===== config.mk =====
export PLATFORM = sky130hd
export DESIGN_NAME = txn_end_ctrl
export DESIGN_NICKNAME = d
export VERILOG_FILES = /design/src/rtl/txn_pkg.sv /design/src/rtl/txn_ack_timer.sv /design/src/rtl/txn_force_latch.sv /design/src/rtl/txn_end_ctrl.sv
export SDC_FILE = /design/constraint.sdc
export NUM_CORES = 1
export LEC_CHECK = 0
export ABC_AREA = 1
export CORE_MARGIN = 5
export CORE_UTILIZATION = 55
export DETAILED_ROUTE_END_ITERATION = 8
export DONT_BUFFER_PORTS = 1
export PLACE_DENSITY_LB_ADDON = 0.05
export SYNTH_ARGS = -nofsm -noshare
export SYNTH_HDL_FRONTEND = slang
export SYNTH_SLANG_ARGS = --single-unit
export TNS_END_PERCENT = 30

===== constraint.sdc =====
create_clock -name clk -period 1.91 [get_ports clk]
set_input_delay 0.191 -clock clk [delete_from_list [all_inputs] [get_ports clk]]
set_output_delay 0.191 -clock clk [all_outputs]
set_load 0.05 [all_outputs]

===== src/rtl/txn_pkg.sv =====
// Shared types for the radio transaction controller.
// Assumes the mode codes 0..4 match the end-state select encoding.
package txn_pkg;
    typedef enum logic [2:0] {
        M_SLEEP    = 3'd0,
        M_IDLE     = 3'd1,
        M_SYN_TX   = 3'd2,
        M_SYN_RX   = 3'd3,
        M_RX       = 3'd4,
        M_TX       = 3'd5,
        M_ACK_TX   = 3'd6,
        M_ACK_WAIT = 3'd7
    } mode_t;

    // Map an end-state select to a mode; reserved codes fall back to idle.
    function automatic mode_t decode_end(input logic [2:0] sel);
        if (sel <= 3'd4) return mode_t'(sel);
        return M_IDLE;
    endfunction
endpackage


===== src/rtl/txn_ack_timer.sv =====
// ACK wait window counter.
// Loads multiple x code length (in us ticks) when load is high, counts
// down on us ticks while run is high, and pulses expire on the tick that
// would take it from 1 to 0. Assumes run is low in the load cycle.
module txn_ack_timer #(
    parameter int unsigned SHORT_CODE_US = 32,
    parameter int unsigned LONG_CODE_US  = 64
) (
    input  logic       clk,
    input  logic       rst_n,
    input  logic       load,
    input  logic [1:0] mult_sel,
    input  logic       long_code,
    input  logic       run,
    input  logic       tick,
    output logic       expire
);
    localparam int unsigned CNT_W = $clog2(15 * LONG_CODE_US + 1);
    localparam logic [CNT_W-1:0] SHORT_L = CNT_W'(SHORT_CODE_US);
    localparam logic [CNT_W-1:0] LONG_L  = CNT_W'(LONG_CODE_US);

    logic [CNT_W-1:0] cnt;
    logic [CNT_W-1:0] mult;
    logic [CNT_W-1:0] code_len;
    logic [CNT_W-1:0] window;

    // Pick the window multiple and the code length.
    always_comb begin
        case (mult_sel)
            2'd0:    mult = CNT_W'(4);
            2'd1:    mult = CNT_W'(8);
            2'd2:    mult = CNT_W'(12);
            default: mult = CNT_W'(15);
        endcase
        code_len = long_code ? LONG_L : SHORT_L;
        window   = mult * code_len;
    end

    // Load the window or count down on ticks.
    always_ff @(posedge clk) begin
        if (!rst_n)
            cnt <= '0;
        else if (load)
            cnt <= window;
        else if (run && tick && cnt != '0)
            cnt <= cnt - 1'b1;
    end

    assign expire = run && tick && (cnt == CNT_W'(1));

    p_load_nonzero_r7: assert property (@(posedge clk) disable iff (!rst_n)
        load |=> cnt != '0);
endmodule


===== src/rtl/txn_force_latch.sv =====
// Self-clearing force-end request.
// A set strobe is held as pending; the request fires in the first cycle
// the radio is not busy, and pending clears after it fires.
module txn_force_latch (
    input  logic clk,
    input  logic rst_n,
    input  logic set,
    input  logic busy,
    output logic pend,
    output logic fire
);
    assign fire = pend && !busy;

    // Hold the request until it has been applied.
    always_ff @(posedge clk) begin
        if (!rst_n)
            pend <= 1'b0;
        else if (set)
            pend <= 1'b1;
        else if (fire)
            pend <= 1'b0;
    end

    p_self_clear_r5: assert property (@(posedge clk) disable iff (!rst_n)
        (pend && !busy && !set) |=> !pend);
    p_hold_busy_r5: assert property (@(posedge clk) disable iff (!rst_n)
        (pend && busy) |=> pend);
endmodule


===== src/rtl/txn_end_ctrl.sv =====
// Packet-transaction state machine of a radio baseband.
// Tracks the radio mode, inserts the automatic ACK phase, times the ACK
// wait and applies force-end requests. Assumes strobes are one cycle wide
// and us_tick is synchronous to clk.
module txn_end_ctrl
    import txn_pkg::*;
#(
    parameter int unsigned SHORT_CODE_US = 32,
    parameter int unsigned LONG_CODE_US  = 64
) (
    input  logic       clk,
    input  logic       rst_n,
    input  logic       ack_en,
    input  logic       force_set,
    input  logic [2:0] end_sel,
    input  logic [1:0] ack_to_sel,
    input  logic       long_code,
    input  logic       tx_go,
    input  logic       rx_go,
    input  logic       sop_seen,
    input  logic       pkt_done,
    input  logic       rx_valid,
    input  logic       ack_rx,
    input  logic       us_tick,
    output logic [2:0] mode,
    output logic       rx_armed,
    output logic       ack_tx_req,
    output logic       tx_err,
    output logic       force_pend
);
    mode_t st;
    mode_t end_m;
    logic  armed;
    logic  sop_hit;
    logic  err;
    logic  busy;
    logic  fire;
    logic  expire;
    logic  tmr_load;

    assign end_m    = decode_end(end_sel);
    assign busy     = (st == M_TX) || (st == M_ACK_TX) || (armed && sop_hit);
    assign tmr_load = (st == M_TX) && pkt_done && ack_en && !fire;

    txn_force_latch u_force (
        .clk   (clk),
        .rst_n (rst_n),
        .set   (force_set),
        .busy  (busy),
        .pend  (force_pend),
        .fire  (fire)
    );

    txn_ack_timer #(
        .SHORT_CODE_US (SHORT_CODE_US),
        .LONG_CODE_US  (LONG_CODE_US)
    ) u_timer (
        .clk       (clk),
        .rst_n     (rst_n),
        .load      (tmr_load),
        .mult_sel  (ack_to_sel),
        .long_code (long_code),
        .run       (st == M_ACK_WAIT),
        .tick      (us_tick),
        .expire    (expire)
    );

    // Mode sequencing: force first, then packet events, then start strobes.
    always_ff @(posedge clk) begin
        if (!rst_n) begin
            st      <= M_SLEEP;
            armed   <= 1'b0;
            sop_hit <= 1'b0;
            err     <= 1'b0;
        end else if (fire) begin
            st      <= end_m;
            armed   <= 1'b0;
            sop_hit <= 1'b0;
        end else begin
            case (st)
                M_TX: begin
                    if (pkt_done)
                        st <= ack_en ? M_ACK_WAIT : end_m;
                end
                M_ACK_TX: begin
                    if (pkt_done)
                        st <= end_m;
                end
                M_ACK_WAIT: begin
                    if (ack_rx) begin
                        st <= end_m;
                    end else if (expire) begin
                        st  <= end_m;
                        err <= 1'b1;
                    end
                end
                default: begin
                    if (armed) begin
                        if (sop_seen)
                            sop_hit <= 1'b1;
                        if (pkt_done && sop_hit) begin
                            armed   <= 1'b0;
                            sop_hit <= 1'b0;
                            st      <= (rx_valid && ack_en) ? M_ACK_TX : end_m;
                        end
                    end else if (tx_go) begin
                        st  <= M_TX;
                        err <= 1'b0;
                    end else if (rx_go) begin
                        st    <= M_RX;
                        armed <= 1'b1;
                    end
                end
            endcase
        end
    end

    assign mode       = st;
    assign rx_armed   = armed;
    assign ack_tx_req = (st == M_ACK_TX);
    assign tx_err     = err;

    p_tx_hold_r5: assert property (@(posedge clk) disable iff (!rst_n)
        (st == M_TX && !pkt_done) |=> st == M_TX);
    p_ack_follow_r4: assert property (@(posedge clk) disable iff (!rst_n)
        (armed && sop_hit && pkt_done && rx_valid && ack_en) |=> st == M_ACK_TX);
    p_err_source_r7: assert property (@(posedge clk) disable iff (!rst_n)
        $rose(err) |-> $past(st) == M_ACK_WAIT);
    p_arm_source_r9: assert property (@(posedge clk) disable iff (!rst_n)
        $rose(armed) |-> $past(rx_go));
endmodule


* After elaboration in Yosys (flattened, before gate mapping)
Cells that the tools add are included.
** Operators by class
- $lt $le $gt $ge :: 1
- Reductions and logical operators :: 27
- Bitwise gates (word level) :: 4
- $add $sub $neg :: 1
- Multiply operators :: 1
- Equal/unequal tests :: 13
- Multiplexer cells :: 32
** Operators with widths (count)
- 3-bit two-way mux :: 13
- 10-bit two-way mux :: 2
- 1-bit two-way mux :: 13
- 4-bit one-hot mux with 3 select lines :: 1
- 10-bit by 1-bit equality test with 1-bit output, second input constant :: 1
- 1-bit logical AND :: 10
- 4-bit by 10-bit multiplier with 10-bit output :: 1
- 10-bit nonzero test :: 1
- 10-bit by 1-bit subtractor with 10-bit output, second input constant :: 1
- 3-bit equality test, second input constant :: 3
- 3-bit one-hot mux with 3 select lines :: 1
- 2-bit nonzero test :: 4
- 7-bit two-way mux :: 1
- 7-bit nonzero test :: 1
- 6-bit by 2-bit inequality test with 1-bit output, second input constant :: 1
- 6-bit AND reduction :: 1
- 5-bit AND reduction :: 1
- 2-bit inequality test, second input constant :: 2
- 4-bit inequality test, second input constant :: 1
- 1-bit inverter :: 4
- 2-bit OR reduction :: 2
- 3-bit less-or-equal comparator, second input constant :: 1
- 3-bit by 2-bit inequality test with 1-bit output, second input constant :: 1
- 3-bit inequality test, second input constant :: 1
- 9 further kinds :: 11
** Word-level totals
- Register bits :: 17
- Word-level logic and storage cells :: 85
- Bits of input ports :: 17
- Output and inout bits :: 7

* Depth between registers and ports, before layout
- Depth in word-level cells :: 8
- Mapped depth :: 12
- Mapped depth without buffers :: 12

* Hierarchy
From an unflattened synthesis, not the netlist that was laid out.
** Unflattened totals
- Cells, all modules :: 218
- Area total of the unflattened synthesis :: 1360.1 µm²
** By module, submodules not included
- txn_ack_timer :: seq. area each 200.2 µm², area each 809.5 µm², cells each 129, times used 1
- txn_end_ctrl :: seq. area each 120.1 µm², area each 503.0 µm², cells each 82, times used 1
- txn_force_latch :: seq. area each 20.0 µm², area each 47.5 µm², cells each 7, times used 1

* Worst setup path after synthesis
Ideal clock, no wire load.
- Path kind :: reg-to-reg
- From :: reg st[1] (netlist: mode[1])
- To :: reg st[0] (netlist: mode[0])
- Required time :: 1.797 ns
- Slack :: -0.150 ns
- Buffers on the path :: 0
- Stages on the path, launching flop included :: 10
- Period minus slack after synthesis :: 2.060 ns
- Arrival time :: 1.947 ns
- Library setup time :: 0.113 ns
- Cell sequence :: dfxtp_1 > nand2_1 > nor2_2 > nor2_2 > nand3_2 > nand3_1 > nand2_1 > nand3_1 > nor2_1 > nor2_1
** On the way
- Cells in the longest elaborated chain, start to end :: 7
- Elaborated cells on any way between the ends :: 17
- Classes of those cells :: eq/ne (7); mux (2); reduce/logical (8)
** RTL lines
- from (decl) :: line txn_end_ctrl.sv:31 : mode_t st;
- from (signal assigned) :: line txn_end_ctrl.sv:76 : st <= end_m;
- from (signal assigned) :: line txn_end_ctrl.sv:83 : st <= ack_en ? M_ACK_WAIT : end_m;
- from (signal assigned) :: line txn_end_ctrl.sv:87 : st <= end_m;
- 3-bit equality test (*)
- named net ack_tx_req :: line txn_end_ctrl.sv:27 : output logic ack_tx_req,
- 1-bit logical OR (2 in a row) :: line txn_end_ctrl.sv:42 : assign busy = (st == M_TX) || (st == M_ACK_TX) || (armed && sop_hit);
- 1-bit logical NOT :: line txn_force_latch.sv:12 : assign fire = pend && !busy;
- 1-bit logical AND :: line txn_force_latch.sv:12
- 6-bit by 2-bit inequality test with 1-bit output (no source line), or another cell as far along
- 5-bit AND reduction (no source line)
Mark *: on every way through the listed nets, which the timed path passes. The rest lies on a longest branch.
A chain may end at the register's enable or synchronous reset.

* Worst setup path after layout
- From :: reg u_timer.cnt[0]
- To :: reg u_timer.cnt[6]
** On the way
- Cells in the longest elaborated chain, start to end :: 3
- Elaborated cells on any way between the ends :: 6
- Classes of those cells :: add/sub (1); mux (2); reduce/logical (3)
** RTL lines
- from (decl) :: line txn_ack_timer.sv:22 : logic [CNT_W-1:0] cnt;
- from (signal assigned) :: line txn_ack_timer.sv:44 : cnt <= window;
- from (signal assigned) :: line txn_ack_timer.sv:46 : cnt <= cnt - 1'b1;
- 10-bit by 1-bit subtractor with 10-bit output / 10-bit nonzero test (equally long branches) :: line txn_ack_timer.sv:46, txn_ack_timer.sv:45
- 10-bit two-way mux / 1-bit logical AND (equally long branches) :: line txn_ack_timer.sv:45 : else if (run && tick && cnt != '0)
- 10-bit two-way mux / 2-bit nonzero test (equally long branches)
Several ways; a longest one is shown, not always the timed one. The select of a mux whose other input is x is not followed.

==> flow_metrics.env <==
export IMPL_critical_path_arrival_ps=1850
export IMPL_portBuffers=0
export IMPL_dieWidth_um=58.20
export IMPL_post_layout_total_power_uw=919.4
export IMPL_holdBufCountCts=1
export IMPL_grt_util_met1=0.1842
export IMPL_clkLatencyLatePin_ps=290
export IMPL_slew_viol_final=0
export IMPL_reg2reg_from="u_timer.cnt[0]"
export IMPL_cp_data_required_time_ps=2100
export IMPL_drt_antenna_violating_nets=0
export IMPL_synth_yosys_warnings=0
export IMPL_post_route_worst_setup_slack_ps=250.2
export IMPL_cap_viol_max_count=0
export IMPL_cts_buffers_inserted=3
export IMPL_netlist_top_cell_by_area="sky130_fd_sc_hd__dfxtp_1"
export IMPL_met3_usage=0.03118
export IMPL_number_of_antenna_violations_at_the_first_check_in_global_routing=0
export IMPL_totalNegativeSetupSlack_ps=0
export IMPL_crit_path_max_fanout=5
export IMPL_dieHeight_um=58.20
export IMPL_worstSetupStartpoint="u_timer.cnt[0]"
export IMPL_grt_ovfl_total=0
export IMPL_grt_setup_unrepaired="no"
export IMPL_critPathSlowestCell="sky130_fd_sc_hd__nor3b_1"
export IMPL_placementRows=17
export IMPL_detailroute_via_count=1219
export IMPL_floorplan_initialDensity=0.5775
export IMPL_path_clk_slew_ps=110
export IMPL_totalWireLength_mm=2.607
export IMPL_syn_mean_instance_area_um2=6.452
export IMPL_io_pins=24
export IMPL_slew_headroom=0.6638
export IMPL_grt_first_pass_wirelength_mm=4.554
export IMPL_ir_worst_vdd_v=0.0006452
export IMPL_via_per_inst=5.143
export IMPL_max_clock_freq_mhz=602.5
export IMPL_min_path_type="in -> reg"
export IMPL_setup_violations=0
export IMPL_drcViolationCount=0
export IMPL_grt_max_degree=11
export IMPL_crit_chain="inv_1 -> ha_1 -> nor3b_1 -> nand2_1 -> xor2_1 -> o21ai_0 -> nor3_1"
export IMPL_final_net_count=233
export IMPL_final_cells=237
export IMPL_drt_pass1_iter_count=4
export IMPL_cts_repair_resized=0
export IMPL_asyncSetResetFlopFracSynth=0
export IMPL_synthesis_area_mm2=0.001277
export IMPL_dieArea_mm2=0.003387
export IMPL_synth_edff_count=0
export IMPL_cts_root_buf="sky130_fd_sc_hd__clkbuf_4"
export IMPL_final_hold_violation_count=0
export IMPL_critical_path_class="reg -> reg"
export IMPL_synth_top_cell_area_share=0.2664
export IMPL_diodes=0
export IMPL_leakage_nw=0.7099
export IMPL_final_hold_worst_slack_ps=9.850
export IMPL_synth_ff_type="sky130_fd_sc_hd__dfxtp_1"
export IMPL_post_synth_inst_count=198
export IMPL_syn_nets=221
export IMPL_cts_tree="built"
export IMPL_start_kind="flop"
export IMPL_post_dp_cell_area_mm2=0.001354
export IMPL_layout_drive_gt1_share=0.1148
export IMPL_design_area_mm2=0.001401
export IMPL_pre_cts_ws_ps=141.0
export IMPL_post_cts_setup_buffer_count=0
export IMPL_globalRouteTotalUtil=0.1709
export IMPL_max_stage_delay_ps=400
export IMPL_wire_length_per_cell_after_detailed_routing_um=11.00
export IMPL_syn2layout_area_growth_pct=9.696
export IMPL_grt_most_used_layer="met2"
export IMPL_part_of_the_cycle_the_worst_path_needs=0.8690
export IMPL_yosys_top_cells_area="sky130_fd_sc_hd__dfxtp_1 (27%), sky130_fd_sc_hd__nand2_1 (13%), sky130_fd_sc_hd__nor2_1 (11%), sky130_fd_sc_hd__inv_1 (8.2%), sky130_fd_sc_hd__nand3_1 (7.4%)"
export IMPL_yosys_cell_types_count=35
export IMPL_ctsHtreeMaxLevel=1
export IMPL_portion_of_the_post_synthesis_area_used_by_sequential_elements=0.2664
export IMPL_clkSinkCount=17
export IMPL_clk_path_buf_depth=2
export IMPL_status="finished clean"
export IMPL_finish_utilization=0.6335
export IMPL_end_kind="flop"
export IMPL_final_critical_path_time_including_i_o_delays_and_setup_ps=1660
export IMPL_met2_usage=0.3226
export IMPL_power_density_mw_per_mm2=656.1
export IMPL_hold_start="rst_n"
export IMPL_grt_pass1_vias=1179
export IMPL_finClkSkew_ps=5.447
export IMPL_post_place_cells=231
export IMPL_hpwlAfterDp_mm=2.132
export IMPL_gp_congestion=0.7608
export IMPL_yosys_register_bits=17
export IMPL_starting_drt_drc_count=22
export IMPL_transition_time_at_the_pin_with_the_least_slew_margin_ps=497.9
export IMPL_design_core_area_mm2=0.002212
## flip-flops by register name, indices dropped and copies added, names as in the netlist
register and flops:
u_timer.cnt 10, mode 3, rx_armed 1, u_force.pend 1, sop_hit 1, tx_err 1
## placed cells by master, fill, tap and decap left out, types with 2 or more instances in the layout
| cell type | count |
|---|---|
| sky130_fd_sc_hd__nand3b_1 | 2 |
| sky130_fd_sc_hd__nor2_1 | 36 |
| sky130_fd_sc_hd__nand3_1 | 19 |
| sky130_fd_sc_hd__a31oi_1 | 2 |
| sky130_fd_sc_hd__buf_4 | 7 |
| sky130_fd_sc_hd__nand2_1 | 44 |
| sky130_fd_sc_hd__clkbuf_4 | 3 |
| sky130_fd_sc_hd__inv_1 | 28 |
| sky130_fd_sc_hd__or2_0 | 2 |
| sky130_fd_sc_hd__o21a_1 | 2 |
| sky130_fd_sc_hd__dlygate4sd3_1 | 2 |
| sky130_fd_sc_hd__ha_1 | 6 |
| sky130_fd_sc_hd__xor2_1 | 5 |
| sky130_fd_sc_hd__nor2_2 | 2 |
| sky130_fd_sc_hd__a21oi_1 | 3 |
| sky130_fd_sc_hd__nor2_4 | 3 |
| sky130_fd_sc_hd__dfxtp_1 | 17 |
| sky130_fd_sc_hd__nor3_1 | 2 |
| sky130_fd_sc_hd__o21ai_0 | 6 |
## path summary, 6_finish.rpt
| kind | end | slack, ps | depth (start not counted) |
|---|---|---|---|
| setup / recovery | u_timer.cnt[6] | 250 | 7 |
| hold / removal | mode[1] | 10 | 2 |
| setup reg to reg | u_timer.cnt[6] | 250 | 7 |
| hold reg to reg | u_timer.cnt[1] | 490 | 2 |
## metal layers
layer	up-vias	wire length, µm
li1	652	-
met1	550	1143
met2	15	1335
met3	2	108
met4	0	20
met5	-	0
## report_power, final
group / total, mW / switching [mW] / internal, mW
Sequential: 0.422 / 0.0423 / 0.380
Combinational: 0.300 / 0.197 / 0.103
Clock: 0.197 / 0.119 / 0.0778
Total: 0.919 / 0.358 / 0.561
## final cells by class
cell class	instances	area, µm²
tap	28	35.03
clock buffer	3	22.52
inverter	28	105.1
multi-input combinational	151	820.8
clock inverter	1	5.005
fill	211	810.8
timing repair buffer	9	72.57
sequential	17	340.3
## kinds of logic after synthesis
kind of cell	share of synthesized area
and+or+nand+nor	0.4270
other	0.002935
adders and majority gates	0.05876
buffers and inverters	0.09500
xor gates and xnor gates	0.04114
AOI/OAI and AO/OA	0.1087
DFF	0.2664
## critical path, delay by kind of cell (launching register included)
| kind | cells | cell delay (ps) |
|---|---|---|
| xor+xnor | 1 | 160 |
| fa+ha+maj | 1 | 190 |
| flops | 1 | 340 |
| buf+inv | 1 | 130 |
| compound gates | 1 | 160 |
| simple gates | 3 | 580 |
## cells in the mapped netlist (3+ instances only)
| library cell | count |
|---|---|
| sky130_fd_sc_hd__inv_1 | 28 |
| sky130_fd_sc_hd__nand3_1 | 19 |
| sky130_fd_sc_hd__dfxtp_1 | 17 |
| sky130_fd_sc_hd__nor2_2 | 3 |
| sky130_fd_sc_hd__a21oi_1 | 3 |
| sky130_fd_sc_hd__ha_1 | 6 |
| sky130_fd_sc_hd__xor2_1 | 5 |
| sky130_fd_sc_hd__o21ai_0 | 6 |
| sky130_fd_sc_hd__nand2_1 | 44 |
| sky130_fd_sc_hd__nor2_1 | 36 |
(Power assumes the default switching activity.)
